`src/rtl/core_dbg_ctl.sv`:
```
module core_dbg_ctl #(
  parameter int ADDR_W     = 8,
  parameter int AW         = 12,
  parameter int TRAP_BYTES = 256
) (
  input  logic              clk,
  input  logic              rst_n,
  input  logic [ADDR_W-1:0] reg_addr,
  input  logic [31:0]       reg_wdata,
  input  logic              reg_we,
  input  logic              reg_re,
  output logic [31:0]       reg_rdata,
  input  logic [AW-1:0]     ifetch_addr,
  input  logic              ifetch_valid,
  input  logic [AW-1:0]     daccess_addr,
  input  logic              daccess_valid,
  input  logic              req_fifo_ovf,
  input  logic              mask_fifo_ovf,
  input  logic              cache_block_miss,
  input  logic              wdog_irq,
  output logic              core_halt,
  output logic              core_step,
  output logic              core_rst,
  output logic              wdog_en,
  output logic              dcache_en,
  output logic              wpost_en
);
  localparam logic [ADDR_W-1:0] MODE_OFS  = ADDR_W'(0);
  localparam logic [ADDR_W-1:0] STATE_OFS = ADDR_W'(4);
  localparam logic [AW-1:0]     TRAP_LIM  = AW'(TRAP_BYTES);

  logic [7:2] mode_q;
  logic       st_miss, st_req, st_mask, st_itrap, st_dtrap;
  logic       step_q, rst_q;

  wire wr_mode  = reg_we && (reg_addr == MODE_OFS);
  wire wr_state = reg_we && (reg_addr == STATE_OFS);
  wire [31:0] clr = wr_state ? reg_wdata : 32'd0;

  wire itrap_hit = mode_q[3] && ifetch_valid && (ifetch_addr < TRAP_LIM);
  wire dtrap_hit = mode_q[2] && daccess_valid && (daccess_addr < TRAP_LIM);

  wire cause = st_req | st_mask | (st_itrap & mode_q[3]) | (st_dtrap & mode_q[2]);

  assign core_halt = cause & ~step_q;
  assign core_step = step_q;
  assign core_rst  = rst_q;
  assign wdog_en   = mode_q[7];
  assign dcache_en = mode_q[5];
  assign wpost_en  = mode_q[4];

  wire [31:0] mode_rd  = {24'd0, mode_q, 2'b00};
  wire [31:0] state_rd = {st_miss, st_req, st_mask, 24'd0, st_itrap, st_dtrap, 3'b000};

  assign reg_rdata = !reg_re                ? 32'd0 :
                     (reg_addr == MODE_OFS)  ? mode_rd :
                     (reg_addr == STATE_OFS) ? state_rd : 32'd0;

  always_ff @(posedge clk) begin
    if (!rst_n) begin
      mode_q   <= 6'b010000;
      st_miss  <= 1'b0;
      st_req   <= 1'b0;
      st_mask  <= 1'b0;
      st_itrap <= 1'b0;
      st_dtrap <= 1'b0;
      step_q   <= 1'b0;
      rst_q    <= 1'b0;
    end else begin
      if (wr_mode) mode_q <= reg_wdata[7:2];
      if (wdog_irq) begin
        mode_q[7] <= 1'b0;
        mode_q[3] <= 1'b0;
        mode_q[2] <= 1'b0;
      end
      st_miss  <= cache_block_miss | (st_miss  & ~clr[31]);
      st_req   <= req_fifo_ovf     | (st_req   & ~clr[30]);
      st_mask  <= mask_fifo_ovf    | (st_mask  & ~clr[29]);
      st_itrap <= itrap_hit        | (st_itrap & ~clr[4]);
      st_dtrap <= dtrap_hit        | (st_dtrap & ~clr[3]);
      rst_q    <= wr_mode & reg_wdata[0];
      step_q   <= wr_mode & reg_wdata[1] & core_halt;
    end
  end
endmodule


```
`config.mk`:
```
export PLATFORM = sky130hd
export DESIGN_NAME = core_dbg_ctl
export DESIGN_NICKNAME = d
export VERILOG_FILES = /design/src/rtl/core_dbg_ctl.sv
export SDC_FILE = /design/constraint.sdc
export NUM_CORES = 1
export LEC_CHECK = 0
export BUFFER_PORTS_ARGS = -buffer_cell sky130_fd_sc_hd__buf_4
export CAP_MARGIN = 40
export CELL_PAD_IN_SITES_DETAIL_PLACEMENT = 1
export CELL_PAD_IN_SITES_GLOBAL_PLACEMENT = 2
export CORE_ASPECT_RATIO = 1.4
export CORE_UTILIZATION = 14
export DETAILED_ROUTE_END_ITERATION = 8
export GPL_TIMING_DRIVEN = 0
export PLACE_DENSITY = 0.9
export REMOVE_ABC_BUFFERS = 1
export SETUP_SLACK_MARGIN = 0.5
export SLEW_MARGIN = 10
export SYNTH_ARGS = -nofsm -noshare
export SYNTH_HDL_FRONTEND = slang
export SYNTH_SLANG_ARGS = --single-unit
```
`constraint.sdc`:
```
create_clock -name clk -period 1.76 [get_ports clk]
set_input_delay 0.264 -clock clk [delete_from_list [all_inputs] [get_ports clk]]
set_output_delay 0.264 -clock clk [all_outputs]
set_load 0.05 [all_outputs]
```
# After elaboration in Yosys (flattened, before gate mapping)
# Index checks and enable logic that the tools add are counted.
# classes
n_lt_le_gt_ge	2
n_eq_ne	1
n_mux	4
bitwise_logic	26
reduce_logical	8
# ops
operator	n
32-bit two-way mux	4
12-bit by 9-bit < comparator with 1-bit output, second input constant	2
1-bit bitwise AND	11
8-bit by 3-bit equality test with 1-bit output, second input constant	1
8-bit logical NOT	1
1-bit OR	8
1-bit NOT	7
1-bit logical AND	6
2-bit OR reduction	1
# totals
ff_bits	13
input_bits	74

# Longest topological paths before layout
# Gate-level depths: netlist of run 1.
# depth
depth_word	6
mapped_depth	4
depth_no_buf	3

# Worst setup path before layout of run 1
# Ideal clock, no wire load.
# synth_path
kind	input-to-output
start	input reg_addr[1]
end	output reg_rdata[3]
arrival_ns	1.869
slack_ns	-0.373
path_stages	3
path_cell_list	or4b_2 -> or2_1 -> nor2_1
# synth_between
elab_chain_len	4
elab_cells_between_ends	5
classes_between	eq/ne: 1; mux: 3; reduce/logical: 1
# synth_rtl
item	line_no	text
from (decl)	8	input logic [ADDR_W-1:0] reg_addr,
8-bit by 3-bit equality test with 1-bit output	57	(reg_addr == STATE_OFS) ? state_rd : 32'd0;
32-bit two-way mux	57	
32-bit two-way mux *	56	(reg_addr == MODE_OFS) ? mode_rd :
32-bit two-way mux *	55	assign reg_rdata = !reg_re ? 32'd0 :
to (decl)	12	output logic [31:0] reg_rdata,
# Mark *: on every way between the ends. The rest lies on a longest branch, timed or not.

# Worst setup path in the final report of run 1
# layout_path
start	input reg_addr[6]
end	output reg_rdata[4]
# Same word-level chain as after synthesis.

==> metrics.log, run 1 <==
[metrics] Layout fillers: ~700
[metrics] Final Setup Violations: 8
[metrics] skew final: 0.000488 ns
[metrics] final max-slew violation count: 0
[metrics] via count: 956
[metrics] buffers added on ports: 51
[metrics] relative slew slack: about 55%
[metrics] highest ir drop seen on vdd: 0.178 mV
[metrics] clock transition time at the flip-flop clock pins of the worst setup and hold paths: roughly 0.06 ns
[metrics] flops & latches, synth: 13
[metrics] max cap viols: 0
[metrics] die footprint: about 6600 sq um
[metrics] Horiz. Die Dim: between 60 and 70 microns
[metrics] antenna violations before repair: 0
[metrics] leakage power summed over all cells: slightly below 0.7 nW
[metrics] number of global-route vias before repair: roughly 960
[metrics] Core Region: 5990 sq um
[metrics] type of the most critical hold path: primary input to flip-flop
[metrics] clock sink count: 13
[metrics] count of warnings emitted by yosys: 0
[metrics] pin count of the biggest net entering global routing: 13
[metrics] count of different cell masters after synthesis: 31
[metrics] worst skew pair latency: ~0.24 ns
[metrics] area taken by multi-input logic gates: between 600 and 700 sq um
[metrics] buffer depth of the longest clock path: 2
[metrics] run status: finished, violations left
[metrics] # IOs: 112
[metrics] row count: 33
[metrics] violations in the final reports: setup timing
[metrics] worst slack after detailed placement: -0.241 ns
[metrics] TritonCTS buffer count: 3
[metrics] total power consumption of the routed design: 0.844 mW
[metrics] count of antenna diodes in the layout: 0
[metrics] Routed wire per std cell: roughly 14 microns
[metrics] WL final: around 3200 microns
[metrics] Max Fanout on Critical Path: 5
[metrics] Setup TNS: -0.116 ns
[metrics] Avg Vias per Cell: a little over 4
[metrics] TritonCTS clock tree: built
[metrics] final hold slack: 0.214 ns
[metrics] area growth from synthesis to layout: 81.4%
[metrics] achievable frequency: about 560 MHz
[metrics] power density over cell area: around 530 nW/um^2
[metrics] Clock Root Buffer: sky130_fd_sc_hd__clkbuf_8
[metrics] DRC Markers: 0
[metrics] Data required, critical path: about 1.5 ns
[metrics] endpoint class of the critical path: output pin
[metrics] data arrival time of the worst path: around 1.5 ns
[metrics] share of post-route cells with drive strength above 1: 55.2%
[metrics] final instance area: 1600 sq um
[metrics] initial core utilization: between 10% and 20%
[metrics] Setup Crit Path Kind: primary input to output pin
[metrics] Final Worst Setup Slack: -0.0322 ns
[metrics] Hold Vio Cnt, Final: 0
[metrics] sequential element share of the synthesized area: 29.5%
[metrics] instance area at placement: 1240 sq um
[metrics] Sequential cell area: 267 sq um
[metrics] Critical Path Source Type: primary input
[metrics] number of nets still failing antenna checks after routing: 0
[metrics] delay-heaviest family, CP: simple AND/OR/NAND/NOR gates
[metrics] setup repair after global routing missed its margin: yes
[metrics] Detailed Routing Iterations Pass 1: 4
[metrics] area of the mapped netlist: between 800 and 900 sq um
[metrics] critical path's most frequent cell: sky130_fd_sc_hd__buf_6
[metrics] final critical delay including setup and external delays: ~1.8 ns
[metrics] total half-perimeter wirelength after legalization and detailed placement: 2280 microns
[metrics] Die Ht: 96.0 microns
[metrics] Slowest Stage Delay on Critical Path: 0.59 ns
[metrics] Critical Path, Cell by Cell: buf_6, or4_4, or2_1, nor2_1, buf_6
[metrics] total gr overflow: 0
[metrics] iteration-0 DRC count of the detailed router: 15
[metrics] crit share post-route: 102%
[metrics] Crit path buffers/inverters: 2
[metrics] Cells after Synth: 105
[metrics] nets: 240
[metrics] wire length of the first global-routing pass: roughly 4800 microns
[metrics] Avg Cell Area, Syn: between 8 and 9 sq um
[metrics] final estimated routing congestion in global placement: 0.741
[metrics] critical path's slowest cell: sky130_fd_sc_hd__or4_4
[metrics] number of H-tree branching levels: 1
[metrics] Worst Max-Slew Pin Slew: 0.667 ns
[metrics] overall track demand over capacity in global routing: 9.38%
## routing by layer
metal	up-vias	global-route usage (%)	share of wire, %
met5	-	0	0
met4	0	4.08	0.71
met3	2	3.04	8.0
met2	55	16.3	55
met1	449	10.5	36
li1	450	-	-
## cell type report
class                           instances  share of cell area [%]
Multi-Input combinational cell         82                    40.2
Timing Repair Buffer                   61                    33.7
Sequential cell                        13                    16.6
Tap cell                               70                    5.46
Clock buffer                            4                    2.81
Inverter                                5                    1.17
## worst paths after layout
kind | from | slack, ns | depth (start not counted) | endpoint
worst min-delay path | reg_wdata[31] | 0.21 | 2 | st_miss$_SDFF_PN0_
worst max-delay path | reg_addr[6] | -0.03 | 5 | reg_rdata[4]
worst max register to register | mode_q[3]$_SDFFE_PP0P_ | 0.74 | 3 | core_step$_SDFF_PN0_
worst min register to register | mode_q[4]$_SDFFE_PN0P_ | 0.48 | 2 | mode_q[4]$_SDFFE_PN0P_
## state kept, by name, indices dropped and copies added (netlist names)
register,cells
st_dtrap,1
core_step,1
core_rst,1
st_mask,1
st_itrap,1
st_req,1
mode_q,6
st_miss,1
## repair_timing
item                                    in CTS  in global routing
setup buffers                                6                  4
hold buffers                                 0                  0
endpoints found under the setup margin      23                 23
pin swaps                                   22                  8
gates resized for setup                     39                 15
## cell usage after synthesis
cell	instances	share of area, %
sky130_fd_sc_hd__a311oi_1	2	2.0
sky130_fd_sc_hd__clkbuf_1	2	0.85
sky130_fd_sc_hd__nand4_1	3	2.1
sky130_fd_sc_hd__nor3_4	2	3.7
sky130_fd_sc_hd__nand2_1	5	2.1
sky130_fd_sc_hd__mux2i_1	4	4.5
sky130_fd_sc_hd__nor4_1	4	2.8
sky130_fd_sc_hd__nand2b_1	1	0.71
sky130_fd_sc_hd__a31oi_1	6	4.2
sky130_fd_sc_hd__buf_4	23	20
sky130_fd_sc_hd__nor2_1	3	1.3
sky130_fd_sc_hd__buf_2	1	0.57
sky130_fd_sc_hd__and3_2	1	0.85
sky130_fd_sc_hd__nand3_1	2	1.1
sky130_fd_sc_hd__a211oi_1	1	0.85
sky130_fd_sc_hd__nor3_2	1	1.1
sky130_fd_sc_hd__or4_4	1	1.3
sky130_fd_sc_hd__dfxtp_1	13	29
sky130_fd_sc_hd__and2_1	4	2.8
sky130_fd_sc_hd__nor4b_1	1	0.99
sky130_fd_sc_hd__or4b_1	1	1.1
sky130_fd_sc_hd__o31ai_1	3	2.5
sky130_fd_sc_hd__conb_1	1	0.42
sky130_fd_sc_hd__or2_1	1	0.71
sky130_fd_sc_hd__and4_1	1	0.99
sky130_fd_sc_hd__o21ai_0	4	2.3
sky130_fd_sc_hd__or4b_2	1	1.1
sky130_fd_sc_hd__buf_6	1	1.3
sky130_fd_sc_hd__a21oi_1	4	2.3
sky130_fd_sc_hd__and3_1	3	2.1
sky130_fd_sc_hd__inv_1	5	2.1
## cells by family (layout without fill, tap and decap cells)
| family | Yosys count | in the layout | synth area share (%) |
|---|---|---|---|
| other cells | 1 | 23 | 0.425 |
| compound gates | 20 | 20 | 14.2 |
| buf+inv | 32 | 70 | 24.4 |
| mux | 4 | 4 | 4.53 |
| flops | 13 | 13 | 29.5 |
| simple gates | 35 | 35 | 27.1 |
## report_power, final
group          switching, mW  internal (mW)
combinational          0.178         0.0867
sequential           0.00483          0.298
clock                  0.117          0.160
total                  0.300          0.545
## cell usage in the layout, fill, tap and decap left out, types with 2 or more instances in the layout
| cell type | n |
|---|---|
| sky130_fd_sc_hd__or4b_4 | 2 |
| sky130_fd_sc_hd__nor4_1 | 3 |
| sky130_fd_sc_hd__buf_4 | 43 |
| sky130_fd_sc_hd__nand2_1 | 5 |
| sky130_fd_sc_hd__o31ai_4 | 3 |
| sky130_fd_sc_hd__nor2_2 | 2 |
| sky130_fd_sc_hd__clkbuf_8 | 3 |
| sky130_fd_sc_hd__nand4_1 | 3 |
| sky130_fd_sc_hd__a31oi_4 | 2 |
| sky130_fd_sc_hd__conb_1 | 23 |
| sky130_fd_sc_hd__nor3_4 | 3 |
| sky130_fd_sc_hd__nand3_1 | 2 |
| sky130_fd_sc_hd__o21ai_0 | 3 |
| sky130_fd_sc_hd__inv_1 | 5 |
| sky130_fd_sc_hd__dfxtp_2 | 2 |
| sky130_fd_sc_hd__and3_1 | 3 |
| sky130_fd_sc_hd__and2_4 | 4 |
| sky130_fd_sc_hd__a21oi_1 | 3 |
| sky130_fd_sc_hd__a311oi_2 | 2 |
| sky130_fd_sc_hd__a31oi_1 | 4 |
| sky130_fd_sc_hd__dfxtp_1 | 10 |
| sky130_fd_sc_hd__mux2i_1 | 4 |
| sky130_fd_sc_hd__buf_8 | 4 |
| sky130_fd_sc_hd__buf_6 | 14 |
## metrics by stage
step,util (%),cells
after CTS,24.6,231
after floorplan,-,100
after global placement,20.7,221
after global routing,26.8,235
final,26.8,235
after detailed placement,20.7,221
Power figures use the tool's default switching activity.
==> run 2, diff against run 1 <==
--- a/config.mk
+++ b/config.mk
@@ -11,6 +11,7 @@
 export CELL_PAD_IN_SITES_GLOBAL_PLACEMENT = 2
 export CORE_ASPECT_RATIO = 1.4
 export CORE_UTILIZATION = 14
+export CTS_BUF_LIST = sky130_fd_sc_hd__clkbuf_2
 export DETAILED_ROUTE_END_ITERATION = 8
 export GPL_TIMING_DRIVEN = 0
 export PLACE_DENSITY = 0.9
==> metrics.log, run 2 (synthesis results as in run 1) <==
[metrics] Core Region: roughly 6000 sq um
[metrics] initial core utilization: between 10% and 20%
[metrics] number of H-tree branching levels: 1
[metrics] violations in the final reports: setup timing
[metrics] Critical Path Source Type: primary input
[metrics] path depth of the worst reg2reg path: 3
[metrics] Top reg by flops: mode_q
[metrics] power density over cell area: 465 nW/um^2
[metrics] Worst Max-Slew Pin Slew: 0.671 ns
[metrics] final estimated routing congestion in global placement: about 0.74
[metrics] start point of the worst min-delay path: reg_wdata[31]
[metrics] DRC Markers: 0
[metrics] crit share post-route: 102%
[metrics] endpoint class of the critical path: output pin
[metrics] Avg Vias per Cell: 4.03
[metrics] count of antenna diodes in the layout: 0
[metrics] Worst setup startpoint: reg_addr[1]
[metrics] total power consumption of the routed design: around 0.74 mW
[metrics] achievable frequency: roughly 560 MHz
[metrics] cell-internal power: between 0.4 and 0.5 mW
[metrics] switching part of the total: around two fifths
[metrics] setup repair after global routing missed its margin: yes
[metrics] Horiz. Die Dim: 69.1 microns
[metrics] max cap viols: 0
[metrics] pin count of the biggest net entering global routing: 13
[metrics] Detailed Routing Iterations Pass 1: 4
[metrics] buffer depth of the longest clock path: 2
[metrics] commonest non-fill, non-tap cell in the layout: sky130_fd_sc_hd__buf_4
[metrics] skew final: ~0.011 ns
[metrics] Max Fanout on Critical Path: 3
[metrics] data arrival time of the worst path: approximately 1.5 ns
[metrics] share of post-route cells with drive strength above 1: between 50% and 60%
[metrics] total half-perimeter wirelength after legalization and detailed placement: between 2000 and 2500 microns
[metrics] Final Setup Violations: 7
[metrics] TritonCTS clock tree: built
[metrics] highest ir drop seen on vdd: 0.147 mV
[metrics] worst skew pair latency: roughly 0.30 ns
[metrics] switching component of the power: 0.296 mW
[metrics] nets: approximately 240
[metrics] relative slew slack: a little over half
[metrics] leakage power summed over all cells: 0.699 nW
[metrics] # IOs: ~110
[metrics] iteration-0 DRC count of the detailed router: 13
[metrics] via count: 956
[metrics] flip-flop count of the largest register after layout: 6
[metrics] Data required, critical path: ~1.5 ns
[metrics] reg2reg start: st_itrap$_SDFF_PN0_
[metrics] leading cell types in the layout, fill and taps excluded: sky130_fd_sc_hd__buf_4 (45), sky130_fd_sc_hd__conb_1 (23), sky130_fd_sc_hd__buf_6 (14)
[metrics] worst slack after detailed placement: -0.241 ns
[metrics] number of nets still failing antenna checks after routing: 0
[metrics] Setup Crit Path Kind: primary input to output pin
[metrics] run status: finished, violations left
[metrics] row count: 33
[metrics] Hold Vio Cnt, Final: 0
[metrics] clock sink count: 13
[metrics] share of power burned in the clock network: around a quarter
[metrics] area growth from synthesis to layout: 79.7%
[metrics] core occupancy in the finished layout: 26.5%
[metrics] buffers added on ports: just over 50
[metrics] part of the total power dissipated in combinational logic: a little over a third
[metrics] total gr overflow: 0
[metrics] Cells on Worst Hold Path: 2
[metrics] share of total power in sequential cells: roughly two fifths
[metrics] final critical delay including setup and external delays: 1.79 ns
[metrics] type of the most critical hold path: primary input to flip-flop
[metrics] antenna violations before repair: 0
[metrics] clock transition time at the flip-flop clock pins of the worst setup and hold paths: ~0.15 ns
[metrics] number of global-route vias before repair: a little under 1,000
[metrics] Routed wire per std cell: 13.5 microns
[metrics] TritonCTS buffer count: 3
[metrics] final max-slew violation count: 0
[metrics] wire length of the first global-routing pass: roughly 4800 microns
[metrics] Die Ht: around 96 microns
[metrics] overall track demand over capacity in global routing: a little under a tenth
[metrics] Clock Root Buffer: sky130_fd_sc_hd__clkbuf_2
[metrics] WL final: 3200 microns
[metrics] Final Worst Setup Slack: -0.0266 ns
[metrics] die footprint: roughly 6600 sq um
run 2: per-stage QoR:
step                instance area (sq um)  hold WS, ns  instances  TNS [ns]
finish                               1590        0.136        237   -0.0762
detailed placement                   1240        0.455        221     -1.91
global route                         1590        0.121        237    -0.495
global placement                     1240        0.452        221     -1.91
floorplan                             769        0.340        100     -1.25
CTS                                  1450        0.124        233    -0.163
run 2: worst paths after layout:
kind / end / slack [ns]
max: reg_rdata[4] / -0.03
min: st_miss$_SDFF_PN0_ / 0.14
max reg2reg: core_step$_SDFF_PN0_ / 0.73
min reg2reg: mode_q[4]$_SDFFE_PN0P_ / 0.49
run 2: critical path: stages:
cell                     delay (ns)
sky130_fd_sc_hd__buf_6         0.10
sky130_fd_sc_hd__or4b_4        0.57
sky130_fd_sc_hd__or2_1         0.28
sky130_fd_sc_hd__nor2_1        0.13
sky130_fd_sc_hd__buf_6         0.18
run 2: power by group through the flow:
stage	logic, mW	registers [mW]	clock network, mW
after floorplan	0.137	0.308	0
after detailed placement	0.223	0.309	0
after global routing	0.275	0.302	0.202
after CTS	0.239	0.302	0.183
after global placement	0.220	0.309	0
final	0.261	0.301	0.177
run 2: area by class of cell:
class                   count  area [sq um]
repair buffers             63           556
fillers                   705          4400
inverters                   5          18.8
well taps                  70          87.6
clock buffers               4          20.0
flip-flops and latches     13           270
multi-input cells          82           636
run 2: timing repair:
action,CTS,global route
pin swaps,18,11
gates resized for setup,37,18
buffers inserted,8,4
setup endpoints to repair,19,23
hold buffers,0,0
run 2: metal layers:
layer  wire length (microns)  track usage, %  up-vias  share of wire, %
met4                      49            3.57        0               1.5
li1                        -               -      455                 -
met5                       0               0        -                 0
met1                    1180            11.0      444                37
met3                     258            2.72        4               8.1
met2                    1710            16.2       53                53
